==> src/rtl/bus_cycle_seq_pkg.sv <==
package bus_cycle_seq_pkg;

    typedef enum logic [3:0] {
        ST_IDLE_HI,
        ST_IDLE_LO,
        ST_S0,
        ST_S1,
        ST_S2,
        ST_S3,
        ST_S4,
        ST_S5,
        ST_WAIT_A,
        ST_WAIT_B
    } bstate_e;

    localparam logic [2:0] SP_UDATA = 3'd0;
    localparam logic [2:0] SP_UPROG = 3'd1;
    localparam logic [2:0] SP_SDATA = 3'd2;
    localparam logic [2:0] SP_SPROG = 3'd3;
    localparam logic [2:0] SP_IACK  = 3'd4;

    localparam logic [2:0] FC_UDATA = 3'b001;
    localparam logic [2:0] FC_UPROG = 3'b010;
    localparam logic [2:0] FC_SDATA = 3'b101;
    localparam logic [2:0] FC_SPROG = 3'b110;
    localparam logic [2:0] FC_IACK  = 3'b111;
    localparam logic [2:0] FC_RESET = FC_SDATA;

    function automatic logic space_is_access(input logic [2:0] sp);
        return (sp <= SP_IACK);
    endfunction

    function automatic logic [2:0] space_to_fc(input logic [2:0] sp);
        logic [2:0] fc;
        unique case (sp)
            SP_UDATA: fc = FC_UDATA;
            SP_UPROG: fc = FC_UPROG;
            SP_SDATA: fc = FC_SDATA;
            SP_SPROG: fc = FC_SPROG;
            SP_IACK:  fc = FC_IACK;
            default:  fc = FC_RESET;
        endcase
        return fc;
    endfunction

endpackage

==> src/rtl/bus_cycle_seq_fsm.sv <==
module bus_cycle_seq_fsm
    import bus_cycle_seq_pkg::*;
(
    input  logic    clk,
    input  logic    rst_n,
    input  logic    req_valid,
    input  logic    acc_q,
    input  logic    bus_ack,
    output bstate_e state,
    output logic    accept,
    output logic    ack_take
);

    bstate_e nxt;
    logic    sample_pt;

    assign sample_pt = (state == ST_S4) || (state == ST_WAIT_B);
    assign accept    = (state == ST_IDLE_LO) && req_valid;
    assign ack_take  = sample_pt && acc_q && bus_ack;

    always_comb begin
        nxt = state;
        unique case (state)
            ST_IDLE_HI: nxt = ST_IDLE_LO;
            ST_IDLE_LO: nxt = req_valid ? ST_S0 : ST_IDLE_HI;
            ST_S0:      nxt = ST_S1;
            ST_S1:      nxt = ST_S2;
            ST_S2:      nxt = ST_S3;
            ST_S3:      nxt = ST_S4;
            ST_S4,
            ST_WAIT_B:  nxt = (!acc_q || bus_ack) ? ST_S5 : ST_WAIT_A;
            ST_WAIT_A:  nxt = ST_WAIT_B;
            ST_S5:      nxt = ST_IDLE_HI;
            default:    nxt = ST_IDLE_HI;
        endcase
    end

    always_ff @(posedge clk or negedge rst_n) begin
        if (!rst_n) begin
            state <= ST_IDLE_HI;
        end else begin
            state <= nxt;
        end
    end

endmodule

==> src/rtl/bus_cycle_seq_latch.sv <==
module bus_cycle_seq_latch
    import bus_cycle_seq_pkg::*;
#(
    parameter int AW = 16,
    parameter int DW = 16
) (
    input  logic          clk,
    input  logic          rst_n,
    input  logic          accept,
    input  logic          ack_take,
    input  logic [AW-1:0] req_addr,
    input  logic          req_write,
    input  logic [2:0]    req_space,
    input  logic [DW-1:0] req_wdata,
    input  logic [DW-1:0] bus_rdata,
    output logic [AW-1:0] addr_q,
    output logic [2:0]    fc_q,
    output logic          wr_q,
    output logic          acc_q,
    output logic [DW-1:0] wdata_q,
    output logic [DW-1:0] rdata_q
);

    logic take_access;

    assign take_access = accept && space_is_access(req_space);

    always_ff @(posedge clk or negedge rst_n) begin
        if (!rst_n) begin
            acc_q <= 1'b0;
        end else if (accept) begin
            acc_q <= space_is_access(req_space);
        end
    end

    always_ff @(posedge clk or negedge rst_n) begin
        if (!rst_n) begin
            addr_q  <= '0;
            fc_q    <= FC_RESET;
            wr_q    <= 1'b0;
            wdata_q <= '0;
        end else if (take_access) begin
            addr_q  <= req_addr;
            fc_q    <= space_to_fc(req_space);
            wr_q    <= req_write;
            wdata_q <= req_wdata;
        end
    end

    always_ff @(posedge clk or negedge rst_n) begin
        if (!rst_n) begin
            rdata_q <= '0;
        end else if (ack_take && !wr_q) begin
            rdata_q <= bus_rdata;
        end
    end

endmodule

==> src/rtl/bus_cycle_seq_drive.sv <==
module bus_cycle_seq_drive
    import bus_cycle_seq_pkg::*;
(
    input  bstate_e state,
    input  logic    acc_q,
    input  logic    wr_q,
    output logic    bus_clk,
    output logic    bus_as,
    output logic    bus_ds,
    output logic    bus_oe,
    output logic    bus_rw,
    output logic    done,
    output logic    req_ready
);

    logic in_cycle;
    logic in_wait;
    logic as_win;
    logic ds_win;
    logic oe_win;

    always_comb begin
        bus_clk  = 1'b0;
        in_cycle = 1'b1;
        in_wait  = 1'b0;
        as_win   = 1'b0;
        ds_win   = 1'b0;
        oe_win   = 1'b0;
        unique case (state)
            ST_IDLE_HI: begin bus_clk = 1'b1; in_cycle = 1'b0; end
            ST_IDLE_LO: begin in_cycle = 1'b0; end
            ST_S0:      begin bus_clk = 1'b1; end
            ST_S1:      begin as_win = 1'b1; oe_win = 1'b1; end
            ST_S2:      begin bus_clk = 1'b1; as_win = 1'b1; oe_win = 1'b1;
                              ds_win = !wr_q; end
            ST_S3:      begin as_win = 1'b1; oe_win = 1'b1; ds_win = 1'b1; end
            ST_S4:      begin bus_clk = 1'b1; as_win = 1'b1; oe_win = 1'b1;
                              ds_win = 1'b1; end
            ST_WAIT_A:  begin in_wait = 1'b1; end
            ST_WAIT_B:  begin bus_clk = 1'b1; in_wait = 1'b1; end
            ST_S5:      begin oe_win = 1'b1; end
            default:    begin in_cycle = 1'b0; end
        endcase
    end

    assign bus_as    = acc_q && (as_win || in_wait);
    assign bus_ds    = acc_q && (ds_win || in_wait);
    assign bus_oe    = acc_q && wr_q && (oe_win || in_wait);
    assign bus_rw    = !(acc_q && wr_q && in_cycle);
    assign done      = (state == ST_S5);
    assign req_ready = (state == ST_IDLE_LO);

endmodule

==> src/rtl/bus_cycle_seq.sv <==
module bus_cycle_seq
    import bus_cycle_seq_pkg::*;
#(
    parameter int AW = 16,
    parameter int DW = 16
) (
    input  logic          clk,
    input  logic          rst_n,
    input  logic          req_valid,
    output logic          req_ready,
    input  logic [AW-1:0] req_addr,
    input  logic          req_write,
    input  logic [2:0]    req_space,
    input  logic [DW-1:0] req_wdata,
    output logic          done,
    output logic [DW-1:0] rsp_rdata,
    output logic          bus_clk,
    output logic [AW-1:0] bus_addr,
    output logic [2:0]    bus_fc,
    output logic          bus_rw,
    output logic          bus_as,
    output logic          bus_ds,
    output logic          bus_oe,
    output logic [DW-1:0] bus_wdata,
    input  logic          bus_ack,
    input  logic [DW-1:0] bus_rdata
);

    bstate_e state;
    logic    accept;
    logic    ack_take;
    logic    acc_q;
    logic    wr_q;

    bus_cycle_seq_fsm u_fsm (
        .clk      (clk),
        .rst_n    (rst_n),
        .req_valid(req_valid),
        .acc_q    (acc_q),
        .bus_ack  (bus_ack),
        .state    (state),
        .accept   (accept),
        .ack_take (ack_take)
    );

    bus_cycle_seq_latch #(.AW(AW), .DW(DW)) u_latch (
        .clk      (clk),
        .rst_n    (rst_n),
        .accept   (accept),
        .ack_take (ack_take),
        .req_addr (req_addr),
        .req_write(req_write),
        .req_space(req_space),
        .req_wdata(req_wdata),
        .bus_rdata(bus_rdata),
        .addr_q   (bus_addr),
        .fc_q     (bus_fc),
        .wr_q     (wr_q),
        .acc_q    (acc_q),
        .wdata_q  (bus_wdata),
        .rdata_q  (rsp_rdata)
    );

    bus_cycle_seq_drive u_drive (
        .state    (state),
        .acc_q    (acc_q),
        .wr_q     (wr_q),
        .bus_clk  (bus_clk),
        .bus_as   (bus_as),
        .bus_ds   (bus_ds),
        .bus_oe   (bus_oe),
        .bus_rw   (bus_rw),
        .done     (done),
        .req_ready(req_ready)
    );

endmodule

==> config.mk <==
export PLATFORM = sky130hd
export DESIGN_NAME = bus_cycle_seq
export DESIGN_NICKNAME = d
export VERILOG_FILES = /design/src/rtl/bus_cycle_seq_pkg.sv /design/src/rtl/bus_cycle_seq_fsm.sv /design/src/rtl/bus_cycle_seq_latch.sv /design/src/rtl/bus_cycle_seq_drive.sv /design/src/rtl/bus_cycle_seq.sv
export SDC_FILE = /design/constraint.sdc
export NUM_CORES = 1
export LEC_CHECK = 0
export BUFFER_PORTS_ARGS = -buffer_cell sky130_fd_sc_hd__buf_2
export CORE_ASPECT_RATIO = 0.5
export CORE_MARGIN = 10
export CORE_UTILIZATION = 45
export CTS_CLUSTER_SIZE = 40
export DETAILED_ROUTE_END_ITERATION = 10
export PLACE_DENSITY = 0.77
export SYNTH_ARGS = -nofsm -noshare
export SYNTH_HDL_FRONTEND = slang
export SYNTH_HIERARCHICAL = 1
export SYNTH_SLANG_ARGS = --single-unit
==> constraint.sdc <==
create_clock -name clk -period 5.47 [get_ports clk]
set_clock_uncertainty 0.2 [all_clocks]
set_input_delay 0.8205 -clock clk [delete_from_list [all_inputs] [get_ports clk]]
set_output_delay 0.8205 -clock clk [all_outputs]
set_load 0.05 [all_outputs]
After elaboration in Yosys (flattened, before gate mapping)
Index checks and enable logic that the tools add are counted.
{ "totals": {"wordCells": 57, "regBits": 57, "output_inout_bits": 58, "inputBits": 56} }
{ "classes": {"magnitude_cmp": 1, "mux": 10, "n_eq_ne": 12, "reduce_logical": 27} }
{ "ops": {"columns": ["op", "count"], "rows": [
  ["$pmux 4 s8", 1],
  ["$eq 4x3->1 const B", 4],
  ["$pmux 3 s4", 1],
  ["$logic_and 1x1->1", 10],
  ["$reduce_or 5->1", 2],
  ["$eq 4x2->1 const B", 2],
  ["$eq 4x4->1 const B", 2],
  ["$reduce_or 8->1", 1],
  ["$reduce_or 2->1", 3],
  ["$logic_or 1x1->1", 5],
  ["$mux 1", 5],
  ["$eq 4x1->1 const B", 1],
  ["$logic_not 4->1", 1],
  ["$mux 4", 1],
  ["$reduce_or 4->1", 1],
  ["$eq 3x1->1 const B", 1],
  ["$eq 3x2->1 const B", 1],
  ["$eq 3x3->1 const B", 1],
  ["$le 3x3->1 const B", 1],
  ["$logic_not 1->1", 3],
  ["$logic_not 3->1", 1],
  ["$mux 2", 1],
  ["$pmux 1 s2", 1]
]} }

Depth between registers and ports, before layout
{ "depth": {"depth_word": 5, "depth_mapped": 8} }

Modules after synthesis
The synthesis kept the hierarchy.
{ "modules_own_cells": {"columns": ["module", "area_each_um2", "instances", "cells_each", "seq_area_each_um2"], "rows": [
  ["bus_cycle_seq_latch", 2138.3, 1, 119, 1328.8],
  ["bus_cycle_seq_fsm", 270.3, 1, 31, 100.1],
  ["bus_cycle_seq_drive", 141.4, 1, 20, 0.0]
]} }

Worst setup path after synthesis
OpenSTA, ideal clock, no wires.
{ "synth_path": {"kind": "reg2out", "startpoint": "reg u_fsm.state[1]", "endpoint": "out req_ready", "path_slack_ns": 2.250, "stages_incl_launch_ff": 2, "arrival_ns": 2.200, "path_cell_list": "dfrtp_1 > nor4b_1"} }
{ "synth_between": {"elab_chain_cells": 1} }
{ "synth_lines": {"columns": ["item", "line_no", "source"], "rows": [
  ["start: declaration", "bus_cycle_seq_fsm.sv:9", "output bstate_e state,"],
  ["start signal: assignment", "bus_cycle_seq_fsm.sv:42", "state <= nxt;"],
  ["$eq 4x1->1", "bus_cycle_seq_drive.sv:51", "assign req_ready = (state == ST_IDLE_LO);"],
  ["end: declaration", "bus_cycle_seq.sv:10", "output logic req_ready,"]
]} }
No other way between the ends.

Worst setup path in the final report
{ "layout_path": {"startpoint": "reg u_fsm.state[3]", "endpoint": "out bus_clk"} }
{ "layout_between": {"elab_chain_cells": 3} }
{ "layout_lines": {"columns": ["item", "line_no", "source"], "rows": [
  ["$eq 4x2->1, or another cell as far along", "bus_cycle_seq_drive.sv:29", "unique case (state)"],
  ["$reduce_or 5->1 (no source line) (*)", null, null],
  ["$mux 1 (*)", "bus_cycle_seq_drive.sv:29", null],
  ["end: declaration", "bus_cycle_seq.sv:17", "output logic bus_clk,"]
]} }
Mark *: on every way between the ends. The rest lies on a longest branch, timed or not.

==> reports/qor.tcl <==
set qor(post-cts-setup-buffer-count) 0
set qor(dp_hpwl_um) 4646
set qor(rows) 19
set qor(routed_wire_length_per_instance_um) 16.88
set qor(synth.ff_latch_count) 57
set qor(setup_violations) 0
set qor(hold_depth) 2
set qor(tritoncts_clock_tree) {done}
set qor(layout_min_cycle_time_ns) 2.883
set qor(yosysWarningCount) 6
set qor(ys.flop_type) {dfrtp_1}
set qor(globalRouteOverflowTotal) 0
set qor(area_growth_syn_to_layout_pct) 32.97
set qor(final_net_count) 343
set qor(critPathCaptureType) {output port}
set qor(globalRouteTotalUtil) 0.1287
set qor(timing.critical_path.required_ns) 4.45
set qor(min_period_over_period) 0.5271
set qor(clockRootBuffer) {clkbuf_16}
set qor(synth-edff-count) 0
set qor(antenna_found_initial) 0
set qor(grt_pass1_vias) 1927
set qor(synth_top_cells_by_area) {dfrtp_1 (54%), mux2_4 (16%), mux2_2 (9.7%), buf_12 (2.4%), dfstp_2 (2.1%)}
set qor(die-height_um) 73.23
set qor(post_cts_hold_buffer_count) 0
set qor(synth-async-reset-ratio) 1.000
set qor(hold_viol) 0
set qor(io_buffers) 113
set qor(timing_max_transition_violations_final) 0
set qor(worst-path-max-fanout) 21
set qor(outcome) {finished, final reports clean}
set qor(critPathSlowestCell) {dfrtp_1}
set qor(synthesis.area_sq_um) 2550
set qor(detail_route.wirelength_um) 6160
set qor(synth_common_cells) {dfrtp_1 (55), mux2_4 (28), mux2_2 (22), nand2_1 (7), a21oi_1 (6)}
set qor(min_from) {u_latch/fc_q[0]$_DFFE_PN1P_}
set qor(gpl_wtd_cong) 0.7836
set qor(ctsLongestPathBuffers) 2
set qor(worst_path_largest_cell_delay_ns) 0.68
set qor(worst_reg_to_reg_setup_slack_ns) 2.66
set qor(worst_skew_late_latency_ns) 0.31
set qor(critical_path_cell_by_cell) {nor3b_2 -> nand2_1 -> o21ai_0 -> buf_2}
set qor(die-area_sq_um) 9260
set qor(crit_type) {flop to output port}
set qor(clkSlewWorstSetupHoldPaths_ns) 0.05
set qor(share_of_final_layout_standard_cells_stronger_than_drive_strength_1) 0.6473
set qor(detail_route.vias_per_cell) 4.907
set qor(syn_nets) 226
set qor(cts_inserted_buffers) 9
set qor(coreArea_sq_um) 5492
set qor(ctsHtreeMaxLevel) 3
set qor(path_buf_inv) 1
set qor(grt_start_max_net_pins) 58
set qor(clock.fmax_mhz) 346.8
set qor(antennaDiodeCount) 0
set qor(first_pass_iteration_count_of_the_detailed_router) 4
set qor(timing.critical_path.from_type) {flop}
set qor(yosys.cell_count.top_type) {dfrtp_1}
set qor(synth_area_per_cell_sq_um) 15.00
set qor(synth.distinct_cells) 40
set qor(die_w_um) 126.5
set qor(finalSetupTns_ns) 0
set qor(grt_setup_unrepaired) {no}
set qor(timing.critical_path.max_delay_family) {flip-flops}
set qor(ant_nets) 0
set qor(r2r_start) {u_fsm/state[1]$_DFF_PN0_}
set qor(synth.largest_area_cell) {dfrtp_1}
set qor(detailed_route_drc_error_count) 0
set qor(worstMarginPinSlew_ns) 1.094
set qor(num_vias) 1791
set qor(hold_path_class) {flop to flop}
set qor(crit_arrival_ns) 1.86
set qor(yosysSeqAreaShare) 0.5604
set qor(ff2ff_path_depth) 4
set qor(synth_top_area_frac) 0.5397
set qor(start_util) 0.4643
set qor(resized_after_cts) 0
set qor(post_synth_inst_count) 170
set qor(r2r_end) {u_latch/wdata_q[13]$_DFFE_PN0P_}
set qor(cap_violations) 0
set qor(hold_path_end) {u_latch/fc_q[0]$_DFFE_PN1P_}
set qor(floorplan.io_pins) 114
set qor(detailedRoute.firstIterationViolations) 109
set qor(grt_pass1_wl_um) 9798
set qor(cts_sinks) 57
set qor(timing.max_slew.rel_slack) 0.2708
==> cell usage in the layout (no fill, tap or decap), types with 2 or more instances in the layout <==
master / instances
a21oi_1: 6
buf_2: 113
buf_4: 2
clkbuf_1: 2
clkbuf_16: 9
clkbuf_8: 2
clkinv_2: 3
dfrtp_1: 55
dfstp_2: 2
mux2_2: 22
mux2_4: 28
nand2_1: 7
nor2_1: 5
nor2b_1: 2
nor3_1: 3
o211ai_1: 2
o21ai_0: 4
==> worst reg2reg max path, cell delays in order, from the launching register on <==
cell and delay, ns:
dfrtp_1 0.54, nor2_1 0.29, and4b_1 0.31, and2_2 0.90, mux2_2 0.46
==> layer usage <==
layer	vias up	wire [um]	GRT usage
met3	4	278	0.04351
met2	33	3560	0.2449
met4	0	36	0.03388
li1	853	-	-
met1	901	2286	0.1345
met5	-	0	0
==> how the worst max path moves through the flow <==
stage,cells after the start,start,to
floorplan,1,u_fsm/state[1]$_DFF_PN0_,req_ready
global placement,4,req_valid,u_latch/wdata_q[14]$_DFFE_PN0P_
detailed placement,4,req_valid,u_latch/wdata_q[13]$_DFFE_PN0P_
CTS,4,u_fsm/state[3]$_DFF_PN0_,bus_clk
global route,3,u_fsm/state[3]$_DFF_PN0_,bus_as
finish,4,u_fsm/state[3]$_DFF_PN0_,bus_clk
==> cell families after synthesis <==
family / after synthesis / synth area share
simple gates: 29 / 0.07017
mux: 50 / 0.2620
buf+inv: 11 / 0.04514
compound gates: 23 / 0.06232
flops: 57 / 0.5604
==> state kept, by name, indices dropped and copies added, names as in the netlist <==
signal	cells
u_latch/wr_q	1
u_latch/fc_q	3
u_latch/addr_q	16
u_latch/acc_q	1
u_fsm/state	4
u_latch/rdata_q	16
u_latch/wdata_q	16
==> cell type report <==
type                    count  area [sq um]
fillers                   438          2101
flip-flops and latches     57          1429
multi-input cells         102          1007
repair buffers            115         580.6
clock buffers              13         260.3
well taps                  73         91.34
clock inverters             3         15.01
inverters                   2         7.507
==> per-stage QoR <==
step,cell area [sq um],hold slack (ns),worst slack [ns],utilization,instances
3_5_place_dp,3115,0.2876,2.618,0.5673,349
4_1_cts,3391,0.2944,2.606,0.6175,365
3_3_place_gp,3115,0.2720,2.699,0.5673,349
5_1_grt,3391,0.3096,2.431,0.6175,365
6_report,3391,0.2923,2.587,0.6175,365
2_1_floorplan,2550,0.3249,2.250,-,170
Power is left out: the tool's default activity adds up to more than one toggle a clock period on the data nets, which glitch-free logic cannot reach.
